--- src/rtl/sclk_gen_pkg.sv ---
package sclk_gen_pkg;
  parameter int PRE_W = 13;
  parameter int CNT_W = 6;

  // Strobes from the control unit to the output datapath
  typedef struct packed {
    logic clear;   // force divided clock low (not running)
    logic toggle;  // N == 0: invert on this enable
    logic hitHigh; // count equals high compare point on this enable
    logic hitLow;  // count equals low compare point on this enable
  } clk_stb_t;
endpackage

--- src/rtl/sclk_gen_ctrl.sv ---
module sclk_gen_ctrl
  import sclk_gen_pkg::*;
#(
  parameter int PW = PRE_W,
  parameter int CW = CNT_W,
  parameter logic [PW-1:0] RST_PRE = '0,
  parameter logic [CW-1:0] RST_N   = CW'(3),
  parameter logic [CW-1:0] RST_H   = CW'(1),
  parameter logic [CW-1:0] RST_L   = CW'(3),
  parameter logic          RST_BYP = 1'b1
) (
  input  logic          clk,
  input  logic          rstN,
  input  logic          isMaster,
  input  logic          cfgActive,
  input  logic [PW-1:0] cfgPre,
  input  logic [CW-1:0] cfgN,
  input  logic [CW-1:0] cfgH,
  input  logic [CW-1:0] cfgL,
  input  logic          cfgBypass,
  output clk_stb_t      stb,
  output logic          bypassAct
);
  logic [PW-1:0] shPre;
  logic [CW-1:0] shN, shH, shL;
  logic          shByp;
  logic [PW-1:0] preCnt;
  logic [CW-1:0] mainCnt;
  logic          run;
  logic          tick;

  // Shadow capture only in configuration state
  always_ff @(posedge clk or negedge rstN) begin
    if (!rstN) begin
      shPre <= RST_PRE;
      shN   <= RST_N;
      shH   <= RST_H;
      shL   <= RST_L;
      shByp <= RST_BYP;
    end else if (cfgActive) begin
      shPre <= cfgPre;
      shN   <= cfgN;
      shH   <= cfgH;
      shL   <= cfgL;
      shByp <= cfgBypass;
    end
  end

  assign run  = !cfgActive && isMaster && !shByp;
  assign tick = run && (preCnt == shPre);

  always_ff @(posedge clk or negedge rstN) begin
    if (!rstN) begin
      preCnt    <= '0;
      mainCnt   <= '0;
      bypassAct <= 1'b0;
    end else begin
      bypassAct <= isMaster && shByp && !cfgActive;
      if (!run) begin
        preCnt  <= '0;
        mainCnt <= '0;
      end else begin
        preCnt <= tick ? '0 : preCnt + 1'b1;
        if (tick) mainCnt <= (mainCnt == shN) ? '0 : mainCnt + 1'b1;
      end
    end
  end

  always_comb begin
    stb.clear   = !run;
    stb.toggle  = tick && (shN == '0);
    stb.hitHigh = tick && (mainCnt == shH);
    stb.hitLow  = tick && (mainCnt == shL);
  end

  // main count never passes the captured terminal count
  p_cnt_bound_r2: assert property (@(posedge clk) disable iff (!rstN)
    mainCnt <= shN);
  // pre-divider never passes its captured limit
  p_pre_bound_r2: assert property (@(posedge clk) disable iff (!rstN)
    preCnt <= shPre);
  // configuration state parks both counters
  p_cfg_park_r7: assert property (@(posedge clk) disable iff (!rstN)
    cfgActive |=> (preCnt == '0) && (mainCnt == '0));
endmodule

--- src/rtl/sclk_gen_dp.sv ---
module sclk_gen_dp
  import sclk_gen_pkg::*;
(
  input  logic     clk,
  input  logic     rstN,
  input  clk_stb_t stb,
  output logic     sclkReg,
  output logic     riseReg,
  output logic     fallReg
);
  logic nxt;

  always_comb begin
    if (stb.clear)        nxt = 1'b0;
    else if (stb.toggle)  nxt = ~sclkReg;
    else if (stb.hitLow)  nxt = 1'b0;
    else if (stb.hitHigh) nxt = 1'b1;
    else                  nxt = sclkReg;
  end

  always_ff @(posedge clk or negedge rstN) begin
    if (!rstN) begin
      sclkReg <= 1'b0;
      riseReg <= 1'b0;
      fallReg <= 1'b0;
    end else begin
      sclkReg <= nxt;
      riseReg <= nxt & ~sclkReg;
      fallReg <= ~nxt & sclkReg;
    end
  end

  // strobes are exclusive
  p_strobe_excl_r8: assert property (@(posedge clk) disable iff (!rstN)
    !(riseReg && fallReg));
  // rising strobe marks a real 0->1 change of the registered clock
  p_rise_edge_r8: assert property (@(posedge clk) disable iff (!rstN)
    riseReg |-> (sclkReg && !$past(sclkReg)));
  // falling strobe marks a real 1->0 change
  p_fall_edge_r8: assert property (@(posedge clk) disable iff (!rstN)
    fallReg |-> (!sclkReg && $past(sclkReg)));
endmodule

--- src/rtl/sclk_gen.sv ---
module sclk_gen
  import sclk_gen_pkg::*;
#(
  parameter int PW = PRE_W,
  parameter int CW = CNT_W
) (
  input  logic          clk,
  input  logic          rstN,
  input  logic          isMaster,
  input  logic          cfgActive,
  input  logic [PW-1:0] cfgPre,
  input  logic [CW-1:0] cfgN,
  input  logic [CW-1:0] cfgH,
  input  logic [CW-1:0] cfgL,
  input  logic          cfgBypass,
  output logic          sclkOut,
  output logic          riseStb,
  output logic          fallStb
);
  clk_stb_t stb;
  logic     bypassAct;
  logic     sclkReg, riseReg, fallReg;

  sclk_gen_ctrl #(.PW(PW), .CW(CW)) ctrl_i (
    .clk(clk), .rstN(rstN), .isMaster(isMaster), .cfgActive(cfgActive),
    .cfgPre(cfgPre), .cfgN(cfgN), .cfgH(cfgH), .cfgL(cfgL),
    .cfgBypass(cfgBypass), .stb(stb), .bypassAct(bypassAct)
  );

  sclk_gen_dp dp_i (
    .clk(clk), .rstN(rstN), .stb(stb),
    .sclkReg(sclkReg), .riseReg(riseReg), .fallReg(fallReg)
  );

  assign sclkOut = bypassAct ? clk  : sclkReg;
  assign riseStb = bypassAct | riseReg;
  assign fallStb = bypassAct | fallReg;

  // slave mode leaves the clock low with no rising strobe next cycle
  p_slave_quiet_r6: assert property (@(posedge clk) disable iff (!rstN)
    !isMaster |=> (!sclkOut && !riseStb));
  // configuration state keeps the divided clock low
  p_cfg_low_r7: assert property (@(posedge clk) disable iff (!rstN)
    cfgActive |=> !sclkReg);
endmodule

--- config.mk ---
export PLATFORM = sky130hd
export DESIGN_NAME = sclk_gen
export DESIGN_NICKNAME = d
export VERILOG_FILES = /design/src/rtl/sclk_gen_pkg.sv /design/src/rtl/sclk_gen_ctrl.sv /design/src/rtl/sclk_gen_dp.sv /design/src/rtl/sclk_gen.sv
export SDC_FILE = /design/constraint.sdc
export NUM_CORES = 1
export LEC_CHECK = 0
export ABC_CLOCK_PERIOD_IN_PS = 1800
export BUFFER_PORTS_ARGS = -buffer_cell sky130_fd_sc_hd__buf_2
export CAP_MARGIN = 10
export CORE_MARGIN = 5
export CORE_UTILIZATION = 25
export CTS_CLUSTER_SIZE = 25
export DETAILED_ROUTE_END_ITERATION = 8
export HOLD_SLACK_MARGIN = 0.02
export PLACE_DENSITY_LB_ADDON = 0.2
export REMOVE_ABC_BUFFERS = 1
export SLEW_MARGIN = 40
export SYNTH_ARGS = -nofsm -noshare
export SYNTH_HDL_FRONTEND = slang
export SYNTH_SLANG_ARGS = --single-unit
--- constraint.sdc ---
create_clock -name clk -period 1.8 [get_ports clk]
set_input_delay 0.27 -clock clk [delete_from_list [all_inputs] [get_ports clk]]
set_output_delay 0.27 -clock clk [all_outputs]
set_load 0.05 [all_outputs]
==> run metrics <==
crit path max fanout=2; placed cell area=3104 um2; Routed WL=5.603 mm; Starting Density=25.78%; die span in x=113.6 um; Crit. End Element=primary output; Hold Path End=ctrl_i.shL[4]$_DFFE_PN0P_; initial antenna violation count=0; DR iter-0 viols=27; Remaining DRCs=0; drt first pass iters=4; dpl ws=0.1262 ns; Vias=1773; part of the power in registers=52.5%; worst-case vdd ir drop=0.4324 mV; relative slew slack=80.51%; clock power share=37.1%; flop-to-flop setup slack=0.12 ns; largest net degree at the start of global routing=56; worst hold path depth=2; Core ar.=10420 um2; io pins=39; RSZ-0062 raised after global routing=false; Hold/Removal Path Class=in -> reg; pwr/cell area=800.8 nW/um2; Yosys cell types=39; Final nets=314; critical path data arrival time=1.42 ns; metal3 WL=263 um; Mapped Area=2685 um2; Cells after Synth=224; asr flop ratio synth=100.0%; Int Power=0.002001 W; dpl hpwl=4.142 mm; worst hold start=cfgL[4]; Synth area leader=dfrtp_1; worst-margin pin slew=0.2897 ns; P_sw=0.0006289 W; most frequent cell after synthesis=dfrtp_1; area growth from synthesis to layout=22.32%; RR Endpoint=ctrl_i.mainCnt[2]$_DFFE_PN0P_; clk_skew=0.005709 ns; Placer Congestion=0.8295; Total Routing Usage GR=9.691%; Final WS setup=0.1147 ns; Area contributors post-synth=dfrtp_1 46%, mux2_2 14%, xnor2_1 8.5%; syn_area_per_cell=11.99 um2; #FFs+latches synth=55; Slew Viols, Final=0; switching share of power=23.91%; worst r2r path cells=5; first-pass GRT wire length=9.846 mm; Logic pwr share=10.4%; Req. time, crit path=1.53 ns; TritonCTS clock tree=done; final hold vios=0; main flop type after synthesis=dfrtp_1; Reg-to-Reg Start=ctrl_i.shN[0]$_DFFE_PN1P_; Row Count=37; die area=12910 um2; Final setup viols=0; antenna-violating nets left=0; Die Height=113.6 um; Reg clk slew, reported paths=0.10 ns; antenna cell count=0; Seq/Total Area, Yosys=51.54%; Yosys warnings=0; fin area=3284 um2; vias in the first global route=2012; via density per instance=4.293; WL/cell=13.57 um; fmax=594.8 MHz; min Tclk post-route=1.685 ns; layout cells sized above 1=40.43%; CP Launch Type=clock port; status=finished, final reports clean; WS Path Type=clk -> out; GR Overflow Total=0; Top Metal Used=met4; Port Buffer Count=38; routed wl met2=2.766 mm; area share of the largest cell type after synthesis=45.67%; Post-synth EDFFs=0; Post-synth top cells=49 x dfrtp_1, 33 x mux2_2, 26 x xnor2_1; max_cap viols=0; final clock period utilization by the worst path=93.63%; worst skew pair latency=0.41 ns; Static Leak=1.409 nW; DRT met1 WL=2.500 mm
state kept, by name, summed over array words and instances (netlist names), 6 cells and up:
| name | flops |
|---|---|
| ctrl_i.preCnt | 13 |
| ctrl_i.shN | 6 |
| ctrl_i.shL | 6 |
| ctrl_i.mainCnt | 6 |
| ctrl_i.shPre | 13 |
| ctrl_i.shH | 6 |
placed cells by master (no fill, tap or decap), types with 2 or more instances in the layout:
cell	synthesis	final
a32o_1	4	4
nand2b_1	2	2
and3_1	5	5
clkbuf_8	0	7
nor3_1	3	3
mux2_2	33	32
nand3_1	8	8
ha_1	2	2
o21ai_1	4	4
buf_2	8	37
buf_4	1	15
or2_2	2	2
nand4_1	4	4
xor2_1	15	15
nand2_1	9	9
dfstp_2	6	6
dfrtp_1	49	48
nor3b_1	2	2
xnor2_1	26	26
nor2_1	19	19
o21a_1	2	2
power by group through the flow:
| stage | clock network (W) | logic, W | registers, W |
|---|---|---|---|
| after floorplan | 0.0000167 | 0.000167 | 0.00139 |
| after detailed placement | 0.0000191 | 0.000279 | 0.00141 |
| final | 0.000976 | 0.000274 | 0.00138 |
| after global placement | 0.0000191 | 0.000277 | 0.00141 |
| after CTS | 0.00102 | 0.000282 | 0.00138 |
| after global routing | 0.00109 | 0.000309 | 0.00139 |
layout make-up:
class,count,area (um2)
Clock buffer,8,111.4
Fill cell,1098,7132
Multi-Input combinational cell,156,1242
Clock inverter,3,43.79
Timing Repair Buffer,54,327.8
Inverter,1,3.754
Tap cell,136,170.2
Sequential cell,55,1385
what timing repair did:
action                                  CTS  global route
pin swaps                                 0             0
hold buffers                              1             0
endpoints found under the hold margin    49             0
setup buffers                             0             2
resized for setup                         4             1
endpoints found under the setup margin    1             7
worst max-delay path by stage:
stage	startpoint	to	cells past startpoint
final	clk	sclkOut	3
after floorplan	ctrl_i.preCnt[7]$_DFF_PN0_	ctrl_i.preCnt[10]$_DFF_PN0_	5
after detailed placement	ctrl_i.preCnt[4]$_DFF_PN0_	ctrl_i.preCnt[5]$_DFF_PN0_	7
after global placement	ctrl_i.preCnt[4]$_DFF_PN0_	ctrl_i.preCnt[6]$_DFF_PN0_	7
after global routing	ctrl_i.shN[0]$_DFFE_PN1P_	ctrl_i.mainCnt[2]$_DFFE_PN0P_	5
after CTS	ctrl_i.preCnt[4]$_DFF_PN0_	ctrl_i.preCnt[5]$_DFF_PN0_	7
layer usage:
metal / up-vias / GRT usage [%]
met5: - / 0
met4: 0 / 3.446
met3: 8 / 3.554
met2: 35 / 15.67
met1: 858 / 11.87
li1: 872 / -
critical path, cell delays in order:
cell      delay (ns)
clkbuf_8        0.10
mux2_4          0.26
buf_8           0.15
cells by family (layout without fill, tap and decap cells):
group                      Yosys count  count (layout)  share of synthesized area [%]
and+or+nand+nor                     65              65                          13.47
DFF                                 55              55                          51.54
xor gates and xnor gates            42              42                          13.98
muxes                               33              33                          13.84
AOI/OAI and AO/OA                   14              14                          3.914
buffers and inverters               13              66                          2.330
adders and majority gates            2               2                         0.9318
per-stage QoR:
step | cells | hold WS, ns | power [W] | TNS (ns) | utilization, %
after floorplan | 212 | -0.02559 | 0.001572 | -0.4505 | -
after global placement | 400 | 0.2986 | 0.001702 | 0 | 29.80
after detailed placement | 400 | 0.2956 | 0.001706 | 0 | 29.80
after CTS | 411 | 0.06380 | 0.002686 | 0 | 31.38
after global routing | 413 | 0.05155 | 0.002792 | 0 | 31.53
final | 413 | 0.08070 | 0.002630 | 0 | 31.53
Power figures use the tool's default switching activity.
